File: config.mk
export PLATFORM = sky130hd
export DESIGN_NAME = mbx_irq_ctrl
export DESIGN_NICKNAME = d
export VERILOG_FILES = /design/src/rtl/mbx_pkg.sv /design/src/rtl/mbx_port_decode.sv /design/src/rtl/mbx_flag.sv /design/src/rtl/mbx_irq_ctrl.sv
export SDC_FILE = /design/constraint.sdc
export NUM_CORES = 1
export LEC_CHECK = 0
export ABC_AREA = 1
export ABC_CLOCK_PERIOD_IN_PS = 1000
export CAP_MARGIN = 30
export CORE_AREA = 2 2 39 41
export CTS_BUF_LIST = sky130_fd_sc_hd__clkbuf_8
export DETAILED_ROUTE_END_ITERATION = 7
export DIE_AREA = 0 0 41 43
export SYNTH_ARGS = -nofsm -noshare
export SYNTH_HDL_FRONTEND = slang
export SYNTH_HIERARCHICAL = 1
export SYNTH_SLANG_ARGS = --single-unit
File: constraint.sdc
create_clock -name clk -period 1 [get_ports clk]
set_clock_uncertainty 0.15 [all_clocks]
set_input_delay 0.15 -clock clk [delete_from_list [all_inputs] [get_ports clk]]
set_output_delay 0.15 -clock clk [all_outputs]
set_load 0.05 [all_outputs]
File: src/rtl/mbx_pkg.sv
package mbx_pkg;
   // Number of ports sharing the mailbox pair
   localparam int NPORT = 2;

   // Per-port decoded effects of one sampled access
   typedef struct packed {
      logic set_peer;   // raise the other port's flag
      logic clr_own;    // acknowledge this port's flag
   } mbx_evt_t;
endpackage

File: src/rtl/mbx_port_decode.sv
module mbx_port_decode
   import mbx_pkg::*;
#(
   parameter int ADDR_W = 11,
   parameter logic [ADDR_W-1:0] SEND_ADDR = '1,
   parameter logic [ADDR_W-1:0] RECV_ADDR = '0
)(
   input  logic              clk,
   input  logic              rst_n,
   input  logic              cs_n,
   input  logic              we_n,
   input  logic              oe_n,
   input  logic [ADDR_W-1:0] addr,
   input  logic              busy_n,
   output mbx_evt_t          evt
);
   logic sel;
   logic hit_send;
   logic hit_recv;

   if (SEND_ADDR == RECV_ADDR) begin : g_chk_boxes
      $error("mbx_port_decode: send and receive mailboxes must differ");
   end

   always_comb begin
      sel          = !cs_n && busy_n;
      hit_send     = (addr == SEND_ADDR);
      hit_recv     = (addr == RECV_ADDR);
      evt.set_peer = sel && !we_n && hit_send;
      evt.clr_own  = sel && !oe_n && hit_recv;
   end


   busy_blocks_chk: assert property (@(posedge clk) disable iff (!rst_n)
      !busy_n |-> (evt == '0));


   deselect_quiet_chk: assert property (@(posedge clk) disable iff (!rst_n)
      cs_n |-> (evt == '0));
endmodule

File: src/rtl/mbx_flag.sv
module mbx_flag #(
   parameter bit SET_WINS = 1'b1
)(
   input  logic clk,
   input  logic rst_n,
   input  logic set,
   input  logic clr,
   output logic flag
);
   logic flag_nx;

   if (SET_WINS) begin : g_set_first
      always_comb flag_nx = set || (flag && !clr);
   end else begin : g_clr_first
      always_comb flag_nx = !clr && (flag || set);
   end

   always_ff @(posedge clk or negedge rst_n) begin
      if (!rst_n) flag <= 1'b0;
      else        flag <= flag_nx;
   end

   if (SET_WINS) begin : g_prio_chk

      set_wins_chk: assert property (@(posedge clk) disable iff (!rst_n)
         set |=> flag);
   end


   clear_takes_chk: assert property (@(posedge clk) disable iff (!rst_n)
      (clr && !set) |=> !flag);


   hold_idle_chk: assert property (@(posedge clk) disable iff (!rst_n)
      (!set && !clr) |=> $stable(flag));
endmodule

File: src/rtl/mbx_irq_ctrl.sv
module mbx_irq_ctrl
   import mbx_pkg::*;
#(
   parameter int ADDR_W   = 11,
   parameter bit SET_WINS = 1'b1
)(
   input  logic              clk,
   input  logic              rst_n,
   input  logic              a_cs_n,
   input  logic              a_we_n,
   input  logic              a_oe_n,
   input  logic [ADDR_W-1:0] a_addr,
   input  logic              a_busy_n,
   input  logic              b_cs_n,
   input  logic              b_we_n,
   input  logic              b_oe_n,
   input  logic [ADDR_W-1:0] b_addr,
   input  logic              b_busy_n,
   output logic              a_irq_n,
   output logic              b_irq_n
);
   localparam logic [ADDR_W-1:0] BOX_TO_B = '1;
   localparam logic [ADDR_W-1:0] BOX_TO_A = BOX_TO_B - 1'b1;

   if (ADDR_W < 2) begin : g_chk_addr_w
      $error("mbx_irq_ctrl: ADDR_W must be at least 2");
   end

   logic              cs_n   [NPORT];
   logic              we_n   [NPORT];
   logic              oe_n   [NPORT];
   logic [ADDR_W-1:0] addr   [NPORT];
   logic              busy_n [NPORT];
   mbx_evt_t          evt    [NPORT];
   logic              flag   [NPORT];

   always_comb begin
      cs_n[0] = a_cs_n;   cs_n[1] = b_cs_n;
      we_n[0] = a_we_n;   we_n[1] = b_we_n;
      oe_n[0] = a_oe_n;   oe_n[1] = b_oe_n;
      addr[0] = a_addr;   addr[1] = b_addr;
      busy_n[0] = a_busy_n; busy_n[1] = b_busy_n;
   end

   for (genvar p = 0; p < NPORT; p++) begin : g_port
      localparam logic [ADDR_W-1:0] SEND = (p == 0) ? BOX_TO_B : BOX_TO_A;
      localparam logic [ADDR_W-1:0] RECV = (p == 0) ? BOX_TO_A : BOX_TO_B;

      mbx_port_decode #(
         .ADDR_W    (ADDR_W),
         .SEND_ADDR (SEND),
         .RECV_ADDR (RECV)
      ) dec_i (
         .clk    (clk),
         .rst_n  (rst_n),
         .cs_n   (cs_n[p]),
         .we_n   (we_n[p]),
         .oe_n   (oe_n[p]),
         .addr   (addr[p]),
         .busy_n (busy_n[p]),
         .evt    (evt[p])
      );

      mbx_flag #(
         .SET_WINS (SET_WINS)
      ) flag_i (
         .clk   (clk),
         .rst_n (rst_n),
         .set   (evt[NPORT-1-p].set_peer),
         .clr   (evt[p].clr_own),
         .flag  (flag[p])
      );
   end

   assign a_irq_n = !flag[0];
   assign b_irq_n = !flag[1];


   send_to_b_chk: assert property (@(posedge clk) disable iff (!rst_n)
      (!a_cs_n && !a_we_n && a_busy_n && a_addr == BOX_TO_B) |=> !b_irq_n);


   send_to_a_chk: assert property (@(posedge clk) disable iff (!rst_n)
      (!b_cs_n && !b_we_n && b_busy_n && b_addr == BOX_TO_A) |=> !a_irq_n);


   both_busy_chk: assert property (@(posedge clk) disable iff (!rst_n)
      (!a_busy_n && !b_busy_n) |=> ($stable(a_irq_n) && $stable(b_irq_n)));
endmodule

==> results of run 1 <==
per-stage QoR:
| step | cells | hold WS [ns] | utilization |
|---|---|---|---|
| floorplan | 52 | -0.296 | - |
| global route | 107 | 0.251 | 0.473 |
| CTS | 106 | 0.283 | 0.461 |
| detailed placement | 101 | 0.179 | 0.443 |
| finish | 107 | 0.177 | 0.473 |
| global placement | 101 | 0.174 | 0.443 |
routing by layer:
metal	global-route usage	vias up	part of all wire
met5	0	-	0
met4	0.0800	0	0
met3	0.0157	0	0.12
met2	0.181	21	0.52
met1	0.106	152	0.36
li1	-	224	-
final cells by class:
class,instances,share of cell area
inverter,12,0.0688
tap,16,0.0306
timing repair buffer,36,0.528
sequential,2,0.0765
clock buffer,3,0.0631
multi-input combinational,38,0.233
placed cells by master (no fill, tap or decap), types with 2 or more instances in the layout:
cell	count
dlygate4sd2_1	26
nor2_1	11
clkdlybuf4s50_1	3
nand2_1	23
clkbuf_8	3
buf_4	2
nor2_2	3
inv_1	10
dfrtp_1	2
buf_12	2
inv_2	2
what timing repair did:
action	CTS	global route
hold buffers	1	0
resized for setup	29	4
hold endpoints to repair	2	0
pin swaps	27	7
endpoints found under the setup margin	4	4
setup buffers	1	1
power by group through the flow:
stage	clock network, mW	registers [mW]	logic (mW)
floorplan	0	0.0829	0.0267
global placement	0	0.0829	0.151
detailed placement	0	0.0829	0.153
CTS	0.323	0.0822	0.119
global route	0.335	0.0822	0.137
finish	0.312	0.0822	0.118
tightest hold or removal path: stages:
cell and delay, ns:
dlymetal6s2s_1 0.08, nor2_1 0.05, nand2_1 0.04, nor2_1 0.03, inv_1 0.05, nand2_2 0.04, nand2_1 0.05
cells by family after synthesis:
group,Yosys count
buffers and inverters,12
DFF,2
and+or+nand+nor,38
Yosys cell counts:
| library cell | count |
|---|---|
| nor2_2 | 2 |
| dfrtp_1 | 2 |
| inv_1 | 12 |
| nor2_1 | 12 |
| nand2_1 | 24 |
how the worst min path moves through the flow:
stage | start | slack (ns) | endpoint | cells past startpoint
2_1_floorplan | rst_n | -0.30 | g_port[0].flag_i/flag | 0
3_3_place_gp | rst_n | 0.17 | g_port[0].flag_i/flag | 1
3_5_place_dp | rst_n | 0.18 | g_port[0].flag_i/flag | 1
4_1_cts | a_oe_n | 0.28 | g_port[0].flag_i/flag | 7
5_1_grt | b_oe_n | 0.25 | g_port[1].flag_i/flag | 7
6_report | b_oe_n | 0.18 | g_port[1].flag_i/flag | 7
==> impl_metrics.tcl, run 1 <==
set metrics [dict create \
    die_x_microns 41 \
    hp-class "input pin to flip-flop" \
    start_util 0.175 \
    pre_cts_ws_ns -0.376 \
    multi_input_area_sq_um 153 \
    wire_per_inst_microns 7.03 \
    core_sq_um 1380 \
    diodes 0 \
    path_cells "inv_2, buf_12" \
    hold_violations 0 \
    chipHeight_microns 43 \
    yosysSeqAreaShare 0.206 \
    start_kind "flip-flop" \
    cts_max_level 1 \
    setup_viol 2 \
    finalInstanceArea_sq_um 654 \
    synth.area.mux_share 0 \
    wl_microns 752 \
    vias 397 \
    synth_xor_xnor_area_share 0 \
    maxSlewViolCount 0 \
    synth_cell_types 5 \
    ant_nets 0 \
    hpwl_microns 663 \
    r2r-end "g_port[1].flag_i/flag" \
    endpoint_kind "primary output" \
    finalPower_uw 512 \
    arrival_ns 0.78 \
    grt_max_degree 3 \
    antenna_found_initial 0 \
    crit_fanout 2 \
    largest_registers "g_port.flag_i/flag: 2 flops" \
    grt_pass1_wl_microns 1280 \
    vdd_drop_max_uv 330 \
    netlist_instances 52 \
    vias_per_cell 3.71 \
    leakagePower_nw 0.352 \
    n_fill_cell 161 \
    power_density_nw_per_um2 783 \
    violations "negative setup slack" \
    combPwrFrac 0.230 \
    drt_iter0_markers 7 \
    grt_overflow_total 0 \
    slowest_stage "dfrtp_1" \
    regMostFlops "g_port.flag_i/flag" \
    cts_root_buffer "clkbuf_8" \
    worst_slack_ns -0.0824 \
    synth_largest_area_cell "nand2_1" \
    cpPeakStageDelay_ns 0.37 \
    r2r-start "g_port[1].flag_i/flag" \
    syn_avg_cell_area_sq_um 4.67 \
    p_int_uw 418 \
    crit_cells 2 \
    synthTopCellsByArea "nand2_1 (37%), dfrtp_1 (21%), inv_1 (19%)" \
    clock_latency_ns 0.21 \
    dieArea_sq_um 1760 \
    seqPwrFrac 0.160 \
    yosys_warnings 6 \
    gp_congestion 0.628 \
    cp_top_family "flip-flops" \
    port-buffer-count 33 \
    path_clk_slew_ns 0.03 \
    critPathRequiredTime_ns 0.70 \
    first_pass_iters 2 \
    ff_latch_area_sq_um 50.0 \
    drv_cap 0 \
    tightest_slew_ns 0.108 \
    cts_tree "yes" \
    synth_compound_area_frac 0 \
    finalCritPeriodShare 1.08 \
    rows 14 \
    crit_end "b_irq_n" \
    status "complete, but fails checks" \
    drive_gt1_frac 0.143 \
    ff2ff_setup_slack_ns 0.01 \
    io_pins 34 \
    crit_type "flip-flop to primary output" \
    fin_crit_ns 1.08 \
    critPathLaunch "g_port[1].flag_i/flag" \
    slew_headroom 0.928 \
    grt_use_total 0.107 \
    route.detailed.drc 0 \
    r2r_cells 4 \
    switching_share 0.184 \
    dpl-instance-area_sq_um 613 \
    synth_top_family_by_area "simple AND/OR/NAND/NOR gates" \
    synth-simple-area-share 0.608 \
    max_freq_mhz 924 \
    clockBufferDepth 2 \
    crit_buf_inv 2 \
    p_sw_uw 94.1 \
    ys_seq_elements 2 \
    p_clk_frac 0.610 \
    synth_area_sq_um 243 \
    cts_num_sinks 2 \
    synth_nets 84 \
    yosys.area_share.adder 0 \
    yosysTopAreaCellShare 0.371 \
    syn_to_final_growth_pct 170 \
    largest_reg_flops 2 \
    rsz0062_at_grt "yes" \
    nets 125 \
    cts_made_buffers 3 \
    grt_pass1_vias 392 \
    setup_tns_ns -0.158 \
]
(Power assumes the default switching activity.)
==> run 2, diff against run 1 <==
--- a/config.mk
+++ b/config.mk
@@ -6,7 +6,7 @@
 export NUM_CORES = 1
 export LEC_CHECK = 0
 export ABC_AREA = 1
-export ABC_CLOCK_PERIOD_IN_PS = 1000
+export ABC_CLOCK_PERIOD_IN_PS = 1200
 export CAP_MARGIN = 30
 export CORE_AREA = 2 2 39 41
 export CTS_BUF_LIST = sky130_fd_sc_hd__clkbuf_8
==> constraint.sdc (replaced) <==
create_clock -name clk -period 1.2 [get_ports clk]
set_clock_uncertainty 0.15 [all_clocks]
set_input_delay 0.18 -clock clk [delete_from_list [all_inputs] [get_ports clk]]
set_output_delay 0.18 -clock clk [all_outputs]
set_load 0.01 [all_outputs]
==> impl_metrics.tcl, run 2 (synthesis gave the netlist of run 1 again) <==
set metrics [dict create \
    drv_cap 0 \
    clock_latency_ns 0.21 \
    rsz0062_at_grt "yes" \
    path_cells "clkdlybuf4s50_1, nand2_1, nor2_1, nand2_1, nor2_1, inv_1, nand2_1, nand2_1" \
    vias 412 \
    max_freq_mhz 903 \
    hold_violations 0 \
    maxSlewViolCount 0 \
    io_pins 34 \
    worst_slack_ns 0.0923 \
    pre_cts_ws_ns -0.180 \
    syn_to_final_growth_pct 190 \
    n_fill_cell 159 \
    cpPeakStageDelay_ns 0.45 \
    grt_pass1_wl_microns 1240 \
    cp_top_family "buffers and inverters" \
    vias_per_cell 3.85 \
    regMostFlops "g_port.flag_i/flag" \
    nets 125 \
    p_int_uw 367 \
    p_clk_frac 0.586 \
    dp.cells 103 \
    grt_pass1_vias 397 \
    drt_iter0_markers 0 \
    p_sw_uw 79.8 \
    gp_congestion 0.616 \
    crit_type "input pin to flip-flop" \
    fin_cells 107 \
    power_density_nw_per_um2 634 \
    grt_overflow_total 0 \
    diodes 0 \
    start_util 0.175 \
    grt_max_degree 3 \
    first_pass_iters 1 \
    largest_reg_flops 2 \
    hpwl_microns 669 \
    multi_input_area_sq_um 148 \
    postCtsSetupBuffers 0 \
    crit_top_cell "nand2_1" \
    core_sq_um 1380 \
    cts_root_buffer "clkbuf_8" \
    finalCritPeriodShare 0.923 \
    cts_tree "yes" \
    largest_registers "g_port.flag_i/flag: 2 flops" \
    layout_commonest_cell "nand2_1" \
    fin_crit_ns 1.11 \
    port-buffer-count 33 \
    drive_gt1_frac 0.0989 \
    start_kind "input pin" \
    grt_use_total 0.103 \
    slowest_stage "clkdlybuf4s50_1" \
    die_x_microns 41 \
    crit_buf_inv 2 \
    dieArea_sq_um 1760 \
    crit_fanout 2 \
    finalPower_uw 447 \
    cts_num_sinks 2 \
    ff2ff_setup_slack_ns 0.36 \
    setup_viol 0 \
    endpoint_kind "flip-flop" \
    clockBufferDepth 2 \
    critPathRequiredTime_ns 1.15 \
    hp-class "input pin to flip-flop" \
    route.detailed.drc 0 \
    ff_latch_area_sq_um 50.0 \
    rows 14 \
    antenna_found_initial 0 \
    cts_max_level 1 \
    arrival_ns 1.05 \
    ant_nets 0 \
    combPwrFrac 0.261 \
    vdd_drop_max_uv 441 \
    tightest_slew_ns 0.0998 \
    path_clk_slew_ns 0.03 \
    cts_made_buffers 3 \
    final_cell_mix "nand2_1 (24), dlymetal6s2s_1 (22), inv_1 (12), nor2_1 (12), clkdlybuf4s50_1 (9)" \
    wl_microns 819 \
    status "complete, no violations" \
    leakagePower_nw 0.493 \
    wire_per_inst_microns 7.65 \
    chipHeight_microns 43 \
    seqPwrFrac 0.153 \
    slew_headroom 0.933 \
    switching_share 0.179 \
    setup_tns_ns 0 \
]
==> run 2: metrics by stage <==
step | utilization | hold slack (ns) | cell area (sq um)
3_5_place_dp | 0.439 | 0.205 | 608
5_1_grt | 0.509 | 0.299 | 704
6_report | 0.509 | 0.247 | 704
3_3_place_gp | 0.439 | 0.209 | 608
2_1_floorplan | - | -0.266 | 243
4_1_cts | 0.476 | 0.402 | 659
==> run 2: worst paths after layout <==
check                      depth (start not counted)                    end                  start
max in group asynchronous                          2  g_port[1].flag_i/flag                  rst_n
max                                                8  g_port[1].flag_i/flag              b_addr[4]
min in group asynchronous                          2  g_port[0].flag_i/flag                  rst_n
min                                                7  g_port[1].flag_i/flag               a_busy_n
min reg2reg                                        3  g_port[0].flag_i/flag  g_port[0].flag_i/flag
max reg2reg                                        3  g_port[0].flag_i/flag  g_port[0].flag_i/flag
==> run 2: timing repair <==
action                                  CTS  global route
hold buffers                              1             0
endpoints found under the hold margin     2             0
pin swaps                                 0            22
resized for setup                         4            24
endpoints found under the setup margin    2             4
==> run 2: final cells by class <==
cell class	count	share of cell area
clock buffer	3	0.0586
tap	16	0.0284
multi-input combinational	38	0.210
timing repair buffer	36	0.568
sequential	2	0.0710
inverter	12	0.0639
==> run 2: worst register-to-register path, stage by stage (launching register included) <==
cell	delay, ns
dfrtp_1	0.36
buf_4	0.13
nand2_1	0.05
nand2_1	0.04
==> run 2: routing by layer <==
metal	vias up	part of all wire	track usage
met2	23	0.51	0.191
met5	-	0	0
li1	222	-	-
met3	2	0.13	0.0314
met1	165	0.34	0.0865
met4	0	0.020	0.0600
==> run 2: power groups by stage <==
| stage | Clock, mW | Sequential, mW | Combinational [mW] |
|---|---|---|---|
| floorplan | 0 | 0.0691 | 0.0213 |
| detailed placement | 0 | 0.0691 | 0.126 |
| global route | 0.282 | 0.0684 | 0.131 |
| finish | 0.262 | 0.0685 | 0.117 |
| CTS | 0.268 | 0.0685 | 0.129 |
| global placement | 0 | 0.0691 | 0.124 |
==> run 3, diff against run 2 <==
--- a/config.mk
+++ b/config.mk
@@ -5,7 +5,6 @@
 export SDC_FILE = /design/constraint.sdc
 export NUM_CORES = 1
 export LEC_CHECK = 0
-export ABC_AREA = 1
 export ABC_CLOCK_PERIOD_IN_PS = 1200
 export CAP_MARGIN = 30
 export CORE_AREA = 2 2 39 41
==> impl_metrics.tcl, run 3 <==
set metrics [dict create \
    status "complete, no violations" \
    ant_nets 0 \
    use_met1 0.0895 \
    slew_headroom 0.853 \
    drive_gt1_frac 0.200 \
    synth_cell_types 9 \
    vdd_drop_max_uv 433 \
    critPathLaunch "b_oe_n" \
    first_pass_iters 1 \
    layout_commonest_cell "dlygate4sd2_1" \
    finalCritPeriodShare 0.937 \
    grt.met3_usage 0.0366 \
    r2r_cells 1 \
    slowest_stage "nor4_2" \
    endpoint_kind "flip-flop" \
    synthFlopType "dfrtp_1" \
    synth_nets 54 \
    crit_cells 5 \
    grt-busiest-layer "met2" \
    max_freq_mhz 890 \
    final_cell_mix "dlygate4sd2_1 (25), inv_1 (4), nor4_2 (4), clkbuf_8 (3), clkdlybuf4s50_1 (3)" \
    tightest_slew_ns 0.219 \
    rsz0062_at_grt "no" \
    maxSlewViolCount 0 \
    crit_fanout 1 \
    use_met2 0.178 \
    whs_ns 0.283 \
    syn_avg_cell_area_sq_um 8.30 \
    r2r-end "g_port[1].flag_i/flag" \
    synth_area_sq_um 183 \
    setup_tns_ns 0 \
    antenna_found_initial 0 \
    path_clk_slew_ns 0.03 \
    rows 14 \
    clock_latency_ns 0.21 \
    fin_crit_ns 1.12 \
    yosys_warnings 6 \
    leakagePower_nw 0.268 \
    largest_registers "g_port.flag_i/flag: 2 flops" \
    worst_slack_ns 0.0758 \
    route.detailed.drc 0 \
    largest_reg_flops 2 \
    grt_pass1_vias 353 \
    synth.area.mux_share 0 \
    yosys.area_share.adder 0 \
    yosysTopAreaCellShare 0.274 \
    pre_cts_ws_ns -0.408 \
    cts_num_sinks 2 \
    ys_seq_elements 2 \
    critPathRequiredTime_ns 1.14 \
    yosysSeqAreaShare 0.274 \
    synth_top_family_by_area "simple AND/OR/NAND/NOR gates" \
    grt_max_degree 3 \
    cpPeakStageDelay_ns 0.28 \
    cp_top_family "simple AND/OR/NAND/NOR gates" \
    dieArea_sq_um 1760 \
    die_x_microns 41 \
    drt_iter0_markers 0 \
    wl_microns 800 \
    dpl-instance-area_sq_um 533 \
    drv_cap 0 \
    synth_xor_xnor_area_share 0 \
    netlist_instances 22 \
    cts_max_level 1 \
    io_pins 34 \
    vias 332 \
    fin_cells 76 \
    cts_tree "yes" \
    core_sq_um 1380 \
    setup_viol 0 \
    cts_root_buffer "clkbuf_8" \
    synth.top_cells.by_count "inv_1 (4), nor4_1 (4)" \
    ff2ff_setup_slack_ns 0.40 \
    synth-simple-area-share 0.562 \
    fin_util 0.425 \
    port-buffer-count 33 \
    crit_type "input pin to flip-flop" \
    grt_pass1_wl_microns 1200 \
    grt_overflow_total 0 \
    path_cells "dlygate4sd2_1, nand4b_1, nor4_2, inv_1, a21o_1" \
    wire_per_inst_microns 10.5 \
    r2r-start "g_port[1].flag_i/flag" \
    finalInstanceArea_sq_um 588 \
    nets 94 \
    gp_congestion 0.611 \
    diodes 0 \
    crit_end "g_port[1].flag_i/flag" \
    dp.cells 71 \
    synth_compound_area_frac 0.0822 \
    start_util 0.132 \
    async_reset_ff_frac 1.00 \
    arrival_ns 1.07 \
    synthTopCellsByArea "dfrtp_1 (27%), nor4_1 (14%), nand4bb_1 (12%)" \
    synth_largest_area_cell "dfrtp_1" \
    vias_per_cell 4.37 \
    hp-class "input pin to flip-flop" \
    grt_use_total 0.104 \
    hold_violations 0 \
    syn_to_final_growth_pct 222 \
    regMostFlops "g_port.flag_i/flag" \
    synth_edf_count 0 \
    power_density_nw_per_um2 723 \
    chipHeight_microns 43 \
    n_fill_cell 152 \
    clockBufferDepth 2 \
    cts_made_buffers 3 \
    start_kind "input pin" \
    crit_buf_inv 2 \
    finalPower_uw 425 \
]
[run 3: changes by cell type after synthesis, sizes merged]
cell,previous run,this run
a21o,0,2
inv,12,4
nand2,24,0
nand3,0,2
nand3b,0,2
nand4,0,2
nand4b,0,2
nand4bb,0,2
nor2,14,0
nor4,0,4
[run 3: kinds of logic (layout without fill, tap and decap cells)]
logic type             after synthesis  after routing
and+or+nand+nor                     14             14
AOI/OAI and AO/OA                    2              2
buffers and inverters                4             42
DFF                                  2              2
[run 3: tightest hold or removal path, delay by kind of cell]
kind	cells	cell delay [ns]
buffers and inverters	2	0.17
AND/OR/NAND/NOR	2	0.17
AO/OA/AOI/OAI	1	0.10
[run 3: cell type report]
class                   instances  area [sq um]  share of cell area
flip-flops and latches          2          50.0              0.0851
clock buffers                   3          41.3              0.0702
inverters                       4          15.0              0.0255
repair buffers                 35           309               0.526
well taps                      16          20.0              0.0340
multi-input cells              16           153               0.260
[run 3: timing repair]
action,in CTS,in global routing
pin swaps,13,4
resized for setup,37,5
setup endpoints to repair,4,4
hold buffers,1,0
hold endpoints to repair,2,0
setup buffers,0,1
[run 3: report_power, final]
group	internal (mW)	total [mW]	switching (mW)	leakage, nW
Combinational	0.0679	0.0943	0.0264	0.219
Sequential	0.0683	0.0685	0.000146	0.0279
Clock	0.212	0.263	0.0506	0.0216
[run 3: per-layer routing]
layer / up-vias / routed length [microns]
met5: - / 0
met4: 0 / 0
met2: 17 / 433
met1: 149 / 263
li1: 166 / -
met3: 0 / 104
[run 3: worst min path at each step]
stage,startpoint,endpoint,slack [ns],cells past startpoint
2_1_floorplan,rst_n,g_port[0].flag_i/flag,-0.27,0
3_3_place_gp,rst_n,g_port[0].flag_i/flag,0.21,1
3_5_place_dp,rst_n,g_port[0].flag_i/flag,0.20,1
4_1_cts,g_port[0].flag_i/flag,g_port[0].flag_i/flag,0.33,1
5_1_grt,b_addr[8],g_port[1].flag_i/flag,0.32,5
6_report,b_addr[8],g_port[1].flag_i/flag,0.28,5
